==> src/rtl/adcb_pkg.sv <==
package adcb_pkg;
    // lane positions in the synchroniser vector
    localparam int LANE_BCLK = 0;
    localparam int LANE_CCLK = 1;
    localparam int LANE_DATA = 2;
    localparam int LANES     = 3;
endpackage

==> src/rtl/adcb_sync.sv <==
module adcb_sync #(
    parameter int STAGES = 2,
    parameter int W      = 3
) (
    input  logic         clk,
    input  logic         rst_n,
    input  logic [W-1:0] raw_i,
    output logic [W-1:0] sync_o,
    output logic [W-1:0] rise_o
);
    typedef struct packed {
        logic [STAGES-1:0][W-1:0] chain;
        logic [W-1:0]             last;
    } st_t;

    st_t q, d;

    always_comb begin
        d = q;
        d.chain[0] = raw_i;
        for (int s = 1; s < STAGES; s++) begin
            d.chain[s] = q.chain[s-1];
        end
        d.last = q.chain[STAGES-1];
    end

    always_ff @(posedge clk or negedge rst_n) begin
        if (!rst_n) q <= '0;
        else        q <= d;
    end

    assign sync_o = q.chain[STAGES-1];
    assign rise_o = q.chain[STAGES-1] & ~q.last;
endmodule

==> src/rtl/adcb_deser.sv <==
module adcb_deser #(
    parameter int SAMPLE_BITS = 24,
    parameter int BYTE_BITS   = 8
) (
    input  logic                 clk,
    input  logic                 rst_n,
    input  logic                 restart_i,
    input  logic                 tick_i,
    input  logic                 lr_i,
    input  logic                 dat_i,
    output logic                 push_o,
    output logic [BYTE_BITS-1:0] byte_o
);
    localparam int IW = $clog2(SAMPLE_BITS + 1);
    localparam logic [IW-1:0] IDLE_IDX = IW'(SAMPLE_BITS);

    typedef struct packed {
        logic                 run;
        logic                 lr_prev;
        logic [IW-1:0]        idx;
        logic [BYTE_BITS-1:0] shreg;
        logic                 push;
        logic [BYTE_BITS-1:0] pbyte;
    } st_t;

    st_t q, d;
    logic          slot_edge, start, live;
    logic [IW-1:0] pos;

    always_comb begin
        d         = q;
        d.push    = 1'b0;
        slot_edge = 1'b0;
        start     = 1'b0;
        live      = 1'b0;
        pos       = q.idx;
        if (restart_i) begin
            d.run = 1'b0;
            d.idx = IDLE_IDX;
        end else if (tick_i) begin
            slot_edge = (lr_i != q.lr_prev);
            start     = slot_edge && lr_i;
            pos       = slot_edge ? '0 : q.idx;
            live      = (q.run || start) && (pos < IDLE_IDX);
            d.lr_prev = lr_i;
            d.idx     = pos;
            if (start) d.run = 1'b1;
            if (live) begin
                d.shreg = {q.shreg[BYTE_BITS-2:0], dat_i};
                d.idx   = pos + 1'b1;
                if ((int'(pos) % BYTE_BITS) == BYTE_BITS - 1) begin
                    d.push  = 1'b1;
                    d.pbyte = {q.shreg[BYTE_BITS-2:0], dat_i};
                end
            end
        end
    end

    always_ff @(posedge clk or negedge rst_n) begin
        if (!rst_n) begin
            q         <= '0;
            q.lr_prev <= 1'b1;
            q.idx     <= IDLE_IDX;
        end else begin
            q <= d;
        end
    end

    assign push_o = q.push;
    assign byte_o = q.pbyte;

    // a restart never lets a byte out in the following cycle
    p_restart_quiet_r6: assert property (@(posedge clk) disable iff (!rst_n)
        restart_i |=> !push_o);
    // bytes are only produced on a bit clock rising edge
    p_push_on_tick_r2: assert property (@(posedge clk) disable iff (!rst_n)
        push_o |-> $past(tick_i));
endmodule

==> src/rtl/adcb_holdbuf.sv <==
module adcb_holdbuf #(
    parameter int DEPTH = 2,
    parameter int W     = 8
) (
    input  logic         clk,
    input  logic         rst_n,
    input  logic         flush_i,
    input  logic         push_i,
    input  logic [W-1:0] byte_i,
    input  logic         full_i,
    output logic         wr_o,
    output logic [W-1:0] data_o,
    output logic         ovf_o
);
    localparam int AW = (DEPTH > 1) ? $clog2(DEPTH) : 1;
    localparam int CW = $clog2(DEPTH + 1);
    localparam logic [AW-1:0] LAST = AW'(DEPTH - 1);
    localparam logic [CW-1:0] CAP  = CW'(DEPTH);

    typedef struct packed {
        logic [DEPTH-1:0][W-1:0] mem;
        logic [AW-1:0]           rd;
        logic [AW-1:0]           wr;
        logic [CW-1:0]           cnt;
        logic                    ovf;
    } st_t;

    st_t  q, d;
    logic pop, accept;

    always_comb begin
        d      = q;
        pop    = (q.cnt != '0) && !full_i;
        accept = push_i && ((q.cnt != CAP) || pop);
        if (flush_i) begin
            d.rd  = '0;
            d.wr  = '0;
            d.cnt = '0;
            d.ovf = 1'b0;
        end else begin
            if (pop) d.rd = (q.rd == LAST) ? '0 : q.rd + 1'b1;
            if (accept) begin
                d.mem[q.wr] = byte_i;
                d.wr        = (q.wr == LAST) ? '0 : q.wr + 1'b1;
            end
            if (push_i && !accept) d.ovf = 1'b1;
            d.cnt = q.cnt + CW'(accept) - CW'(pop);
        end
    end

    always_ff @(posedge clk or negedge rst_n) begin
        if (!rst_n) q <= '0;
        else        q <= d;
    end

    assign wr_o   = (q.cnt != '0) && !full_i;
    assign data_o = q.mem[q.rd];
    assign ovf_o  = q.ovf;

    // presented byte holds while waiting on a full FIFO
    p_hold_data_r9: assert property (@(posedge clk) disable iff (!rst_n)
        (q.cnt != '0 && full_i && !flush_i) |=> (data_o == $past(data_o)));
    // loss flag is sticky until flushed
    p_lost_sticky_r8: assert property (@(posedge clk) disable iff (!rst_n)
        (ovf_o && !flush_i) |=> ovf_o);
    // occupancy never exceeds the buffer depth
    p_cnt_bound_r8: assert property (@(posedge clk) disable iff (!rst_n)
        q.cnt <= CAP);
    // a flush leaves nothing to write and no loss flag
    p_flush_clears_r6: assert property (@(posedge clk) disable iff (!rst_n)
        flush_i |=> (!wr_o && !ovf_o));
endmodule

==> src/rtl/adc_byte_bridge.sv <==
module adc_byte_bridge #(
    parameter int SYNC_STAGES = 2,
    parameter int SAMPLE_BITS = 24,
    parameter int BUF_DEPTH   = 2
) (
    input  logic       clk,
    input  logic       rst_n,
    input  logic       bit_clk_i,
    input  logic       chan_clk_i,
    input  logic       ser_dat_i,
    input  logic       host_byte_i,
    input  logic       fifo_full_i,
    output logic [7:0] fifo_data_o,
    output logic       fifo_wr_o,
    output logic       lost_o
);
    import adcb_pkg::*;
    localparam int BYTE_BITS = 8;

    logic [LANES-1:0] raw, synced, rises;
    logic             push;
    logic [7:0]       pbyte;

    always_comb begin
        raw            = '0;
        raw[LANE_BCLK] = bit_clk_i;
        raw[LANE_CCLK] = chan_clk_i;
        raw[LANE_DATA] = ser_dat_i;
    end

    adcb_sync #(.STAGES(SYNC_STAGES), .W(LANES)) i_sync (
        .clk(clk), .rst_n(rst_n), .raw_i(raw), .sync_o(synced), .rise_o(rises));

    adcb_deser #(.SAMPLE_BITS(SAMPLE_BITS), .BYTE_BITS(BYTE_BITS)) i_deser (
        .clk(clk), .rst_n(rst_n), .restart_i(host_byte_i),
        .tick_i(rises[LANE_BCLK]), .lr_i(synced[LANE_CCLK]),
        .dat_i(synced[LANE_DATA]), .push_o(push), .byte_o(pbyte));

    adcb_holdbuf #(.DEPTH(BUF_DEPTH), .W(BYTE_BITS)) i_buf (
        .clk(clk), .rst_n(rst_n), .flush_i(host_byte_i), .push_i(push),
        .byte_i(pbyte), .full_i(fifo_full_i), .wr_o(fifo_wr_o),
        .data_o(fifo_data_o), .ovf_o(lost_o));

    // no write strobe toward a full FIFO
    p_no_wr_full_r7: assert property (@(posedge clk) disable iff (!rst_n)
        fifo_full_i |-> !fifo_wr_o);
endmodule

==> config.mk <==
export PLATFORM = sky130hd
export DESIGN_NAME = adc_byte_bridge
export DESIGN_NICKNAME = d
export VERILOG_FILES = /design/src/rtl/adcb_pkg.sv /design/src/rtl/adcb_sync.sv /design/src/rtl/adcb_deser.sv /design/src/rtl/adcb_holdbuf.sv /design/src/rtl/adc_byte_bridge.sv
export SDC_FILE = /design/constraint.sdc
export NUM_CORES = 1
export LEC_CHECK = 0
export BUFFER_PORTS_ARGS = -buffer_cell sky130_fd_sc_hd__buf_2
export CORE_ASPECT_RATIO = 0.9
export CORE_MARGIN = 4
export CORE_UTILIZATION = 63
export CTS_CLUSTER_DIAMETER = 80
export DETAILED_ROUTE_END_ITERATION = 12
export PLACE_DENSITY = 0.86
export SLEW_MARGIN = 40
export SYNTH_ARGS = -nofsm -noshare
export SYNTH_HDL_FRONTEND = slang
export SYNTH_SLANG_ARGS = --single-unit
==> constraint.sdc <==
create_clock -name clk -period 5.5 [get_ports clk]
set_input_delay 0.275 -clock clk [delete_from_list [all_inputs] [get_ports clk]]
set_output_delay 0.275 -clock clk [all_outputs]
set_load 0.01 [all_outputs]
==> qor.csv, run 1 <==
metric;value;unit
drt wl/cell;16.2;um
Starting Density;66.1;%
Static Leak;1.25;nW
Slew @ Worst Pin;639;ps
Pint;0.000610;W
CTS tree;done;
Req. time, crit path;5690;ps
clock latency on the worst-skew pair;300;ps
share of the synthesized area in the top cell type;53.0;%
area delta synth->final;10.5;%
min Tclk post-route;2590;ps
final setup skew;10.9;ps
EDFF count, synth;0;
critical path class;flop to flop;
fillers;224;
Die Ht;64.9;um
WL final;3620;um
sequential fraction of the synthesis area;56.5;%
Final WS setup;2910;ps
final hold slack;81.7;ps
HPWL Detailed;2530;um
CTS Buf Count;5;
Final period util;47.1;%
clk root buf;clkbuf_8;
die footprint;4620;um2
Hold Path Class;input pin to flop;
Pins Over Slew Limit;0;
startpoint type of the worst setup path;flop;
share of layout cells above drive strength 1;41.1;%
Worst Setup End Kind;flop;
FMAX;0.386;GHz
Synth area leaders;dfrtp_1 53%, mux2_2 16%, mux2_4 5.3%, dfstp_2 3.5%, nor4_4 2.8%;
GP Congestion;1.00;
initial DRC count;57;
final hold viol count;0;
clock sinks;51;
unrepaired setup endpoints after global routing;no;
Top FF cell, synth;dfrtp_1;
IO Count;17;
critical-path maximum fanout;10;
CORE AREA;3430;um2
critical path arrival;2780;ps
yosys warns;0;
post-layout util;73.1;%
register area;1280;um2
area of the multi-input gates;926;um2
Max H-tree Level;2;
diode count;0;
clock buffer depth;2;
Layout Nets;191;
outcome;finished clean;
vias in the first global route;1284;
power per cell area;315;nW/um2
Worst-path clk slew;90;ps
Post-Syn Nets;175;
clock power share;37.9;%
most frequent cell after synthesis;dfrtp_1;
Comb pwr share;9.4;%
Final Power;0.000789;W
FF+latch count, synth;51;
# Max-Cap Violations;0;
# setup viols final;0;
antenna-violating nets left;0;
initial antenna violation count;0;
worst vdd ir;0.335;mV
largest net degree at the start of global routing;52;
drt via density;5.73;
Cell variety after synth;37;
setup bufs post-CTS;0;
synthesized instance count;163;
commonest cells in the netlist;48 x dfrtp_1, 32 x mux2_2, 9 x nor2_1;
GRT overflow;0;
DRC;0;
Setup TNS;0;ps
Total GRT Usage;17.8;%
mapped cell area;2270;um2
row count;20;
Place WS;2910;ps
DRT Pass-1 Iters;4;
Die X;71.2;um
headroom to the max-slew limit;57.1;%
post-synthesis average cell area;13.9;um2
async set-reset flop share out of synthesis;100;%
via count;1284;
P_sw;0.000179;W
Port Buffer Count;16;
Yosys top cell by area;dfrtp_1;
part of the power in registers;52.7;%
switching portion of total power;22.7;%
global-route wire length before repair;6340;um
==> worst max-delay path, cell delays in order (launching register included) <==
cell      delay (ps)
dfstp_2          530
inv_1             40
ha_1             430
and2_1           210
ha_1             190
ha_1             150
nand2b_1          80
nor4_4           460
mux2_2           400
==> logic make-up after synthesis <==
kind of cell	after synthesis	share of synthesized area [%]
AO/OA/AOI/OAI	19	5.35
XOR/XNOR	2	0.773
multiplexers	40	21.2
flip-flops	51	56.5
buffers and inverters	12	2.70
adder cells (fa/ha/maj)	5	2.76
AND/OR/NAND/NOR	34	10.8
==> flip-flops by register name, indices dropped and copies added (netlist names) <==
register        count
i_sync.sync_o       3
i_sync.d            3
i_buf.q            20
i_deser.push_o      1
i_deser.q          14
i_deser.byte_o      8
i_sync.q            1
i_buf.ovf_o         1
==> layout make-up <==
class,instances,share of cell area (%)
inverters,4,0.599
well taps,44,2.20
repair buffers,17,3.70
clock inverters,3,2.70
clock buffers,5,2.75
flip-flops and latches,51,51.1
multi-input cells,100,37.0
==> through the flow <==
step | cell area (um2) | std cells
floorplan | 2270 | 163
global placement | 2360 | 215
detailed placement | 2360 | 215
CTS | 2500 | 224
global route | 2500 | 224
finish | 2500 | 224
==> metal layers <==
layer  global-route usage [%]  routed length, um
met4                     6.34                 30
met2                     28.0               1730
met5                        0                  0
met3                     4.34                188
met1                     24.2               1670
==> power groups by stage <==
stage               logic (W)  clock network (W)  registers (W)
floorplan           0.0000602                  0       0.000412
global placement    0.0000689                  0       0.000421
detailed placement  0.0000740                  0       0.000423
CTS                 0.0000755           0.000306       0.000416
global route        0.0000849           0.000325       0.000418
finish              0.0000740           0.000299       0.000416
==> worst paths after layout <==
check,from,end,slack (ps),cells after the start
hold / removal,chan_clk_i,i_sync.d[7],80,1
setup / recovery,i_deser.q[22],i_deser.byte_o[3],2910,8
hold reg to reg,i_sync.d[7],i_sync.sync_o[1],360,0
min in group asynchronous,rst_n,i_buf.q[4],520,2
setup reg to reg,i_deser.q[22],i_deser.byte_o[3],2910,8
max in group asynchronous,rst_n,i_deser.q[23],4570,2
==> timing repair <==
action	CTS	global route
endpoints found under the setup margin	0	0
gates resized for setup	0	0
hold endpoints to repair	20	0
hold buffers	1	0
==> layout by cell type, fill, tap and decap left out, types with 2 or more instances in the layout <==
| master | instances |
|---|---|
| mux2_4 | 8 |
| ha_1 | 5 |
| nor2_1 | 9 |
| dfrtp_1 | 48 |
| nor2b_1 | 2 |
| bufinv_16 | 2 |
| mux2_2 | 32 |
| nand4_1 | 3 |
| a22oi_1 | 2 |
| inv_1 | 4 |
| and3_1 | 2 |
| nor4_4 | 3 |
| buf_2 | 15 |
| nand3_1 | 2 |
| dfstp_2 | 3 |
| a21oi_1 | 7 |
| clkbuf_8 | 5 |
| nand2b_1 | 2 |
| o21ai_0 | 3 |
| and2_1 | 3 |
No activity file was read; power rests on OpenSTA's default activity.
==> run 2, diff against run 1 <==
ABC_AREA = 1   (was not set)
CORE_UTILIZATION = 59   (was 63)
PLACE_DENSITY = 0.81   (was 0.86)
clock period = 2.67 ns   (was 5.5 ns; I/O delays follow)
==> qor.csv, run 2 <==
metric;value;unit;change
clock sinks;51;;unchanged
critical-path maximum fanout;15;;was 10
critical path arrival;2290;ps;was 2780 ps
Reg-to-Reg End;i_deser.byte_o[0];;was i_deser.byte_o[3]
Port Buffer Count;16;;unchanged
GRT overflow;0;;unchanged
Worst-path clk slew;80;ps;was 90 ps
Synth area leaders;dfrtp_1 53%, nand2_1 11%, inv_1 5.7%, o21ai_0 5.1%, dfstp_2 3.5%;;was dfrtp_1 53%, mux2_2 16%, mux2_4 5.3%, dfstp_2 3.5%, nor4_4 2.8%
setup bufs post-CTS;0;;unchanged
CTS Buf Count;5;;unchanged
largest net degree at the start of global routing;35;;was 52
area of the multi-input gates;783;um2;was 926 um2
clk root buf;clkbuf_8;;unchanged
share of layout cells above drive strength 1;18.0;%;was 41.1%
mapped cell area;2250;um2;was 2270 um2
clock latency on the worst-skew pair;290;ps;was 300 ps
most frequent cells in the layout;65 x nand2_1, 48 x dfrtp_1, 34 x inv_1;;was 48 x dfrtp_1, 32 x mux2_2, 15 x buf_2
Die Ht;66.6;um;was 64.9 um
drt via density;4.96;;was 5.73
synthesized instance count;236;;was 163
startpoint type of the worst setup path;flop;;unchanged
met3 Use GR;4.68;%;was 4.34%
GP Congestion;0.905;;was 1.00
HPWL Detailed;2570;um;was 2530 um
outcome;finished clean;;unchanged
# Max-Cap Violations;0;;unchanged
Critical-path top delay cell;dfstp_2;;unchanged
most frequent cell after synthesis;nand2_1;;was dfrtp_1
Largest Register;i_buf.q;;unchanged
number of flip-flops in the largest register;20;;unchanged
drt wl/cell;12.0;um;was 16.2 um
via count;1524;;was 1284
DP Area;2360;um2;about the same
Total GRT Usage;17.8;%;about the same
Worst R2R Path Depth;10;;was 8
area delta synth->final;9.93;%;was 10.5%
critical path endpoint;i_deser.byte_o[0];;was i_deser.byte_o[3]
Post-Syn Nets;248;;was 175
min Tclk post-route;2100;ps;was 2590 ps
final setup skew;3.38;ps;was 10.9 ps
hold_buf cts;4;;was 1
clock buffer depth;2;;unchanged
Top FF cell, synth;dfrtp_1;;unchanged
Die X;73.2;um;was 71.2 um
critical path class;flop to flop;;unchanged
row count;21;;was 20
post-synthesis average cell area;9.55;um2;was 13.9 um2
Hold Path Class;input pin to flop;;unchanged
Layout Nets;272;;was 191
CORE AREA;3700;um2;was 3430 um2
unrepaired setup endpoints after global routing;no;;unchanged
die footprint;4880;um2;was 4620 um2
Final Cell Area;2480;um2;was 2500 um2
yosys warns;0;;unchanged
Worst Setup End Kind;flop;;unchanged
Static Leak;1.31;nW;was 1.25 nW
Yosys top cell by area;dfrtp_1;;unchanged
most common cell after layout, fill and taps aside;nand2_1;;was dfrtp_1
Req. time, crit path;2860;ps;was 5690 ps
async set-reset flop share out of synthesis;100;%;unchanged
FF+latch count, synth;51;;unchanged
headroom to the max-slew limit;51.2;%;was 57.1%
Cell variety after synth;26;;was 37
power per cell area;610;nW/um2;was 315 nW/um2
sequential fraction of the synthesis area;56.8;%;was 56.5%
final hold viol count;0;;unchanged
vias in the first global route;1553;;was 1284
Slew @ Worst Pin;731;ps;was 639 ps
FF-to-FF Start;i_deser.q[22];;unchanged
met1 usage;22.3;%;was 24.2%
max incr delay on CP;520;ps;was 530 ps
Starting Density;60.9;%;was 66.1%
EDFF count, synth;0;;unchanged
global-route wire length before repair;6710;um;was 6340 um
IO Count;17;;unchanged
fillers;299;;was 224
commonest cells in the netlist;65 x nand2_1, 48 x dfrtp_1, 34 x inv_1;;was 48 x dfrtp_1, 32 x mux2_2, 9 x nor2_1
worst vdd ir;0.372;mV;was 0.335 mV
flop2flop setup slack;570;ps;was 2910 ps
diode count;0;;unchanged
busiest grt layer;met2;;unchanged
WL final;3670;um;was 3620 um
DRT Pass-1 Iters;4;;unchanged
Pins Over Slew Limit;0;;unchanged
initial DRC count;64;;was 57
FMAX;0.475;GHz;was 0.386 GHz
Setup crit start;i_deser.q[22];;unchanged
grt met2 use;30.6;%;was 28.0%
number of gates resized after cts;0;;unchanged
initial antenna violation count;0;;unchanged
Final period util;78.8;%;was 47.1%
antenna-violating nets left;0;;unchanged
Max H-tree Level;2;;unchanged
CTS tree;done;;unchanged
register area;1280;um2;unchanged
Final Power;0.00151;W;was 0.000789 W
Critical Path, Cell by Cell;inv_1 > ha_1 > nand2_1 > inv_1 > ha_1 > ha_1 > nand2_4 > inv_1 > nand2_1 > o21ai_1;;was inv_1 > ha_1 > and2_1 > ha_1 > ha_1 > nand2b_1 > nor4_4 > mux2_2
DRC;0;;unchanged
Setup TNS;0;ps;unchanged
# setup viols final;0;;unchanged
share of the synthesized area in the top cell type;53.3;%;was 53.0%
## run 2: metal layers
layer / up-vias / wire (um)
met5: - / 0
met4: 0 / 38
met1: 703 / 1740
met2: 25 / 1740
li1: 791 / -
met3: 5 / 154
## run 2: worst min-delay path by stage
stage                      from          end  slack (ps)  depth (start not counted)
finish              host_byte_i  i_buf.ovf_o         100                          2
global route        host_byte_i   i_buf.q[1]         100                          2
CTS                 host_byte_i  i_buf.ovf_o          90                          2
detailed placement        rst_n  i_buf.q[19]         230                          1
global placement          rst_n  i_buf.q[19]         230                          1
floorplan                 rst_n  i_buf.ovf_o        -160                          0
## run 2: layout make-up
class	count	share of cell area, %
flip-flops and latches	51	51.6
multi-input cells	143	31.6
repair buffers	22	5.45
clock inverters	1	0.202
clock buffers	7	3.08
well taps	46	2.32
inverters	37	5.70
## run 2: kinds of logic after synthesis
| kind of cell | after synthesis | share of synthesized area (%) |
|---|---|---|
| and+or+nand+nor | 88 | 19.1 |
| DFF | 51 | 56.8 |
| AOI/OAI and AO/OA | 48 | 12.1 |
| buffers and inverters | 42 | 8.49 |
| adders and majority gates | 5 | 2.77 |
| xor gates and xnor gates | 2 | 0.777 |
## run 2: critical path, delay by kind of cell (launching register included)
| family | cells | cell delay, ps |
|---|---|---|
| AOI/OAI and AO/OA | 1 | 50 |
| adders and majority gates | 3 | 790 |
| buffers and inverters | 3 | 230 |
| DFF | 1 | 520 |
| and+or+nand+nor | 3 | 410 |
## run 2: stage by stage
stage                     util (%)  cells  hold slack, ps  worst slack [ps]
after CTS                     66.9    307            86.1               566
after detailed placement      63.6    295             234               581
after global routing          66.9    307             105               410
after global placement        63.6    295             232               677
after floorplan                  -    236            -162               826
final                         66.9    307            96.6               565
## run 2: power breakdown
part / internal [W] / switching [W] / leakage [nW]
logic: 0.0000667 / 0.000142 / 0.607
registers: 0.000849 / 0.0000446 / 0.663
clock network: 0.000184 / 0.000227 / 0.0422
==> run 3, diff against run 2 <==
clock period = 1.94 ns   (was 2.67 ns; I/O delays follow)
==> qor.csv, run 3 (same netlist as run 2, synthesis figures left out) <==
metric;value;unit;change
power per cell area;923;nW/um2;was 610 nW/um2
Static Leak;1.34;nW;was 1.31 nW
Largest Register;i_buf.q;;unchanged
area delta synth->final;14.8;%;was 9.93%
Layout Nets;274;;was 272
total stage count of the critical path;9;;was 10
Max H-tree Level;2;;unchanged
Total GRT Usage;17.7;%;was 17.8%
share of layout cells above drive strength 1;20.9;%;was 18.0%
via count;1599;;was 1524
Critical-path top delay cell;dfstp_2;;unchanged
initial antenna violation count;0;;unchanged
register area;1280;um2;unchanged
# setup viols final;0;;unchanged
Setup TNS;0;ps;unchanged
drt wl/cell;12.6;um;was 12.0 um
largest net degree at the start of global routing;33;;was 35
Starting Density;60.9;%;unchanged
Reg-to-Reg End;i_deser.q[21];;was i_deser.byte_o[0]
antenna-violating nets left;0;;unchanged
critical path arrival;2100;ps;was 2290 ps
Setup crit start;i_deser.q[22];;unchanged
hold path depth;2;;unchanged
FMAX;0.541;GHz;was 0.475 GHz
clk root buf;clkbuf_8;;unchanged
most common cell after layout, fill and taps aside;nand2_1;;unchanged
Req. time, crit path;2190;ps;was 2860 ps
max incr delay on CP;530;ps;was 520 ps
Worst-path clk slew;80;ps;about the same
CORE AREA;3700;um2;unchanged
CTS Buf Count;5;;unchanged
GP Congestion;0.898;;was 0.905
final setup skew;8.05;ps;was 3.38 ps
drt via density;5.17;;was 4.96
fillers;267;;was 299
DRT Pass-1 Iters;4;;unchanged
IO Count;17;;unchanged
min Tclk post-route;1850;ps;was 2100 ps
Slew @ Worst Pin;673;ps;was 731 ps
HPWL Detailed;2530;um;was 2570 um
headroom to the max-slew limit;55.2;%;was 51.2%
Worst Setup End Kind;flop;;unchanged
clock sinks;51;;unchanged
Final period util;95.3;%;was 78.8%
Most Frequent Cell on Critical Path;inv_1;;
# Max-Cap Violations;0;;unchanged
hold_sp;host_byte_i;;unchanged
Hold Path Class;input pin to flop;;unchanged
startpoint type of the worst setup path;flop;;unchanged
die footprint;4880;um2;unchanged
FF-to-FF Start;i_deser.q[22];;unchanged
critical-path maximum fanout;6;;was 15
post-layout util;69.8;%;was 66.9%
Worst Hold Path EP;i_buf.q[1];;was i_buf.ovf_o
area of the multi-input gates;813;um2;was 783 um2
Port Buffer Count;16;;unchanged
critical path's top delay family;flip-flops;;was adder cells
Buffers & Inverters on Critical Path;3;;unchanged
initial DRC count;148;;was 64
critical path class;flop to flop;;unchanged
outcome;finished clean;;unchanged
GRT overflow;0;;unchanged
row count;21;;unchanged
clock buffer depth;2;;unchanged
Pins Over Slew Limit;0;;unchanged
number of flip-flops in the largest register;20;;unchanged
worst vdd ir;0.517;mV;was 0.372 mV
CTS tree;done;;unchanged
final hold viol count;0;;unchanged
Die X;73.2;um;unchanged
WL final;3900;um;was 3670 um
flop2flop setup slack;90;ps;was 570 ps
vias in the first global route;1431;;was 1553
most frequent cells in the layout;64 x nand2_1, 48 x dfrtp_1, 33 x inv_1;;was 65 x nand2_1, 48 x dfrtp_1, 34 x inv_1
DRC;0;;unchanged
Worst R2R Path Depth;9;;was 10
Critical Path, Cell by Cell;inv_1 > ha_4 > nand2_2 > inv_2 > ha_2 > nand3_1 > o21ai_0 > o22ai_1 > inv_1;;was inv_1 > ha_1 > nand2_1 > inv_1 > ha_1 > ha_1 > nand2_4 > inv_1 > nand2_1 > o21ai_1
clock latency on the worst-skew pair;300;ps;was 290 ps
diode count;0;;unchanged
Die Ht;66.6;um;unchanged
global-route wire length before repair;6540;um;was 6710 um
-- run 3: worst max path at each step --
stage	end
after detailed placement	i_deser.byte_o[2]
after CTS	i_deser.byte_o[3]
after floorplan	i_deser.byte_o[4]
after global placement	i_deser.q[19]
final	i_deser.q[21]
after global routing	i_deser.q[21]
-- run 3: power by group --
part / internal [W] / total [W] / switching [W]
Clock: 0.000515 / 0.000853 / 0.000338
Combinational: 0.000104 / 0.000313 / 0.000209
Sequential: 0.00117 / 0.00122 / 0.0000524
Total: 0.00179 / 0.00239 / 0.000600
-- run 3: repair_timing --
item                                   CTS  global route
resized for setup                        1             7
setup buffers                            0             0
endpoints found under the hold margin   30             0
hold buffers                             4             0
pin swaps                                0             1
setup endpoints to repair                8            10
-- run 3: stage by stage --
stage / hold slack (ps) / worst slack [ps] / std cells / total power [W] / cell area, um2
6_report: 54.9 / 90.2 / 309 / 0.00239 / 2590
3_5_place_dp: 179 / -4.11 / 297 / 0.00153 / 2380
3_3_place_gp: 179 / 48.3 / 297 / 0.00152 / 2380
5_1_grt: 60.3 / -17.5 / 309 / 0.00250 / 2590
2_1_floorplan: -199 / 95.8 / 236 / 0.00144 / 2250
4_1_cts: 50.6 / 35.4 / 309 / 0.00239 / 2570
-- run 3: metal layers --
layer,routed length [um],track usage (%),vias to the layer above
met2,1770,29.0,57
li1,-,-,790
met4,87,5.53,0
met5,0,0,-
met1,1840,22.7,736
met3,203,4.98,16
-- run 3: cell type report --
| cell class | instances | share of cell area [%] |
|---|---|---|
| Inverter | 37 | 5.46 |
| Sequential cell | 51 | 49.5 |
| Clock inverter | 2 | 2.32 |
| Clock buffer | 6 | 2.80 |
| Timing Repair Buffer | 24 | 6.29 |
| Tap cell | 46 | 2.22 |
| Multi-Input combinational cell | 143 | 31.4 |
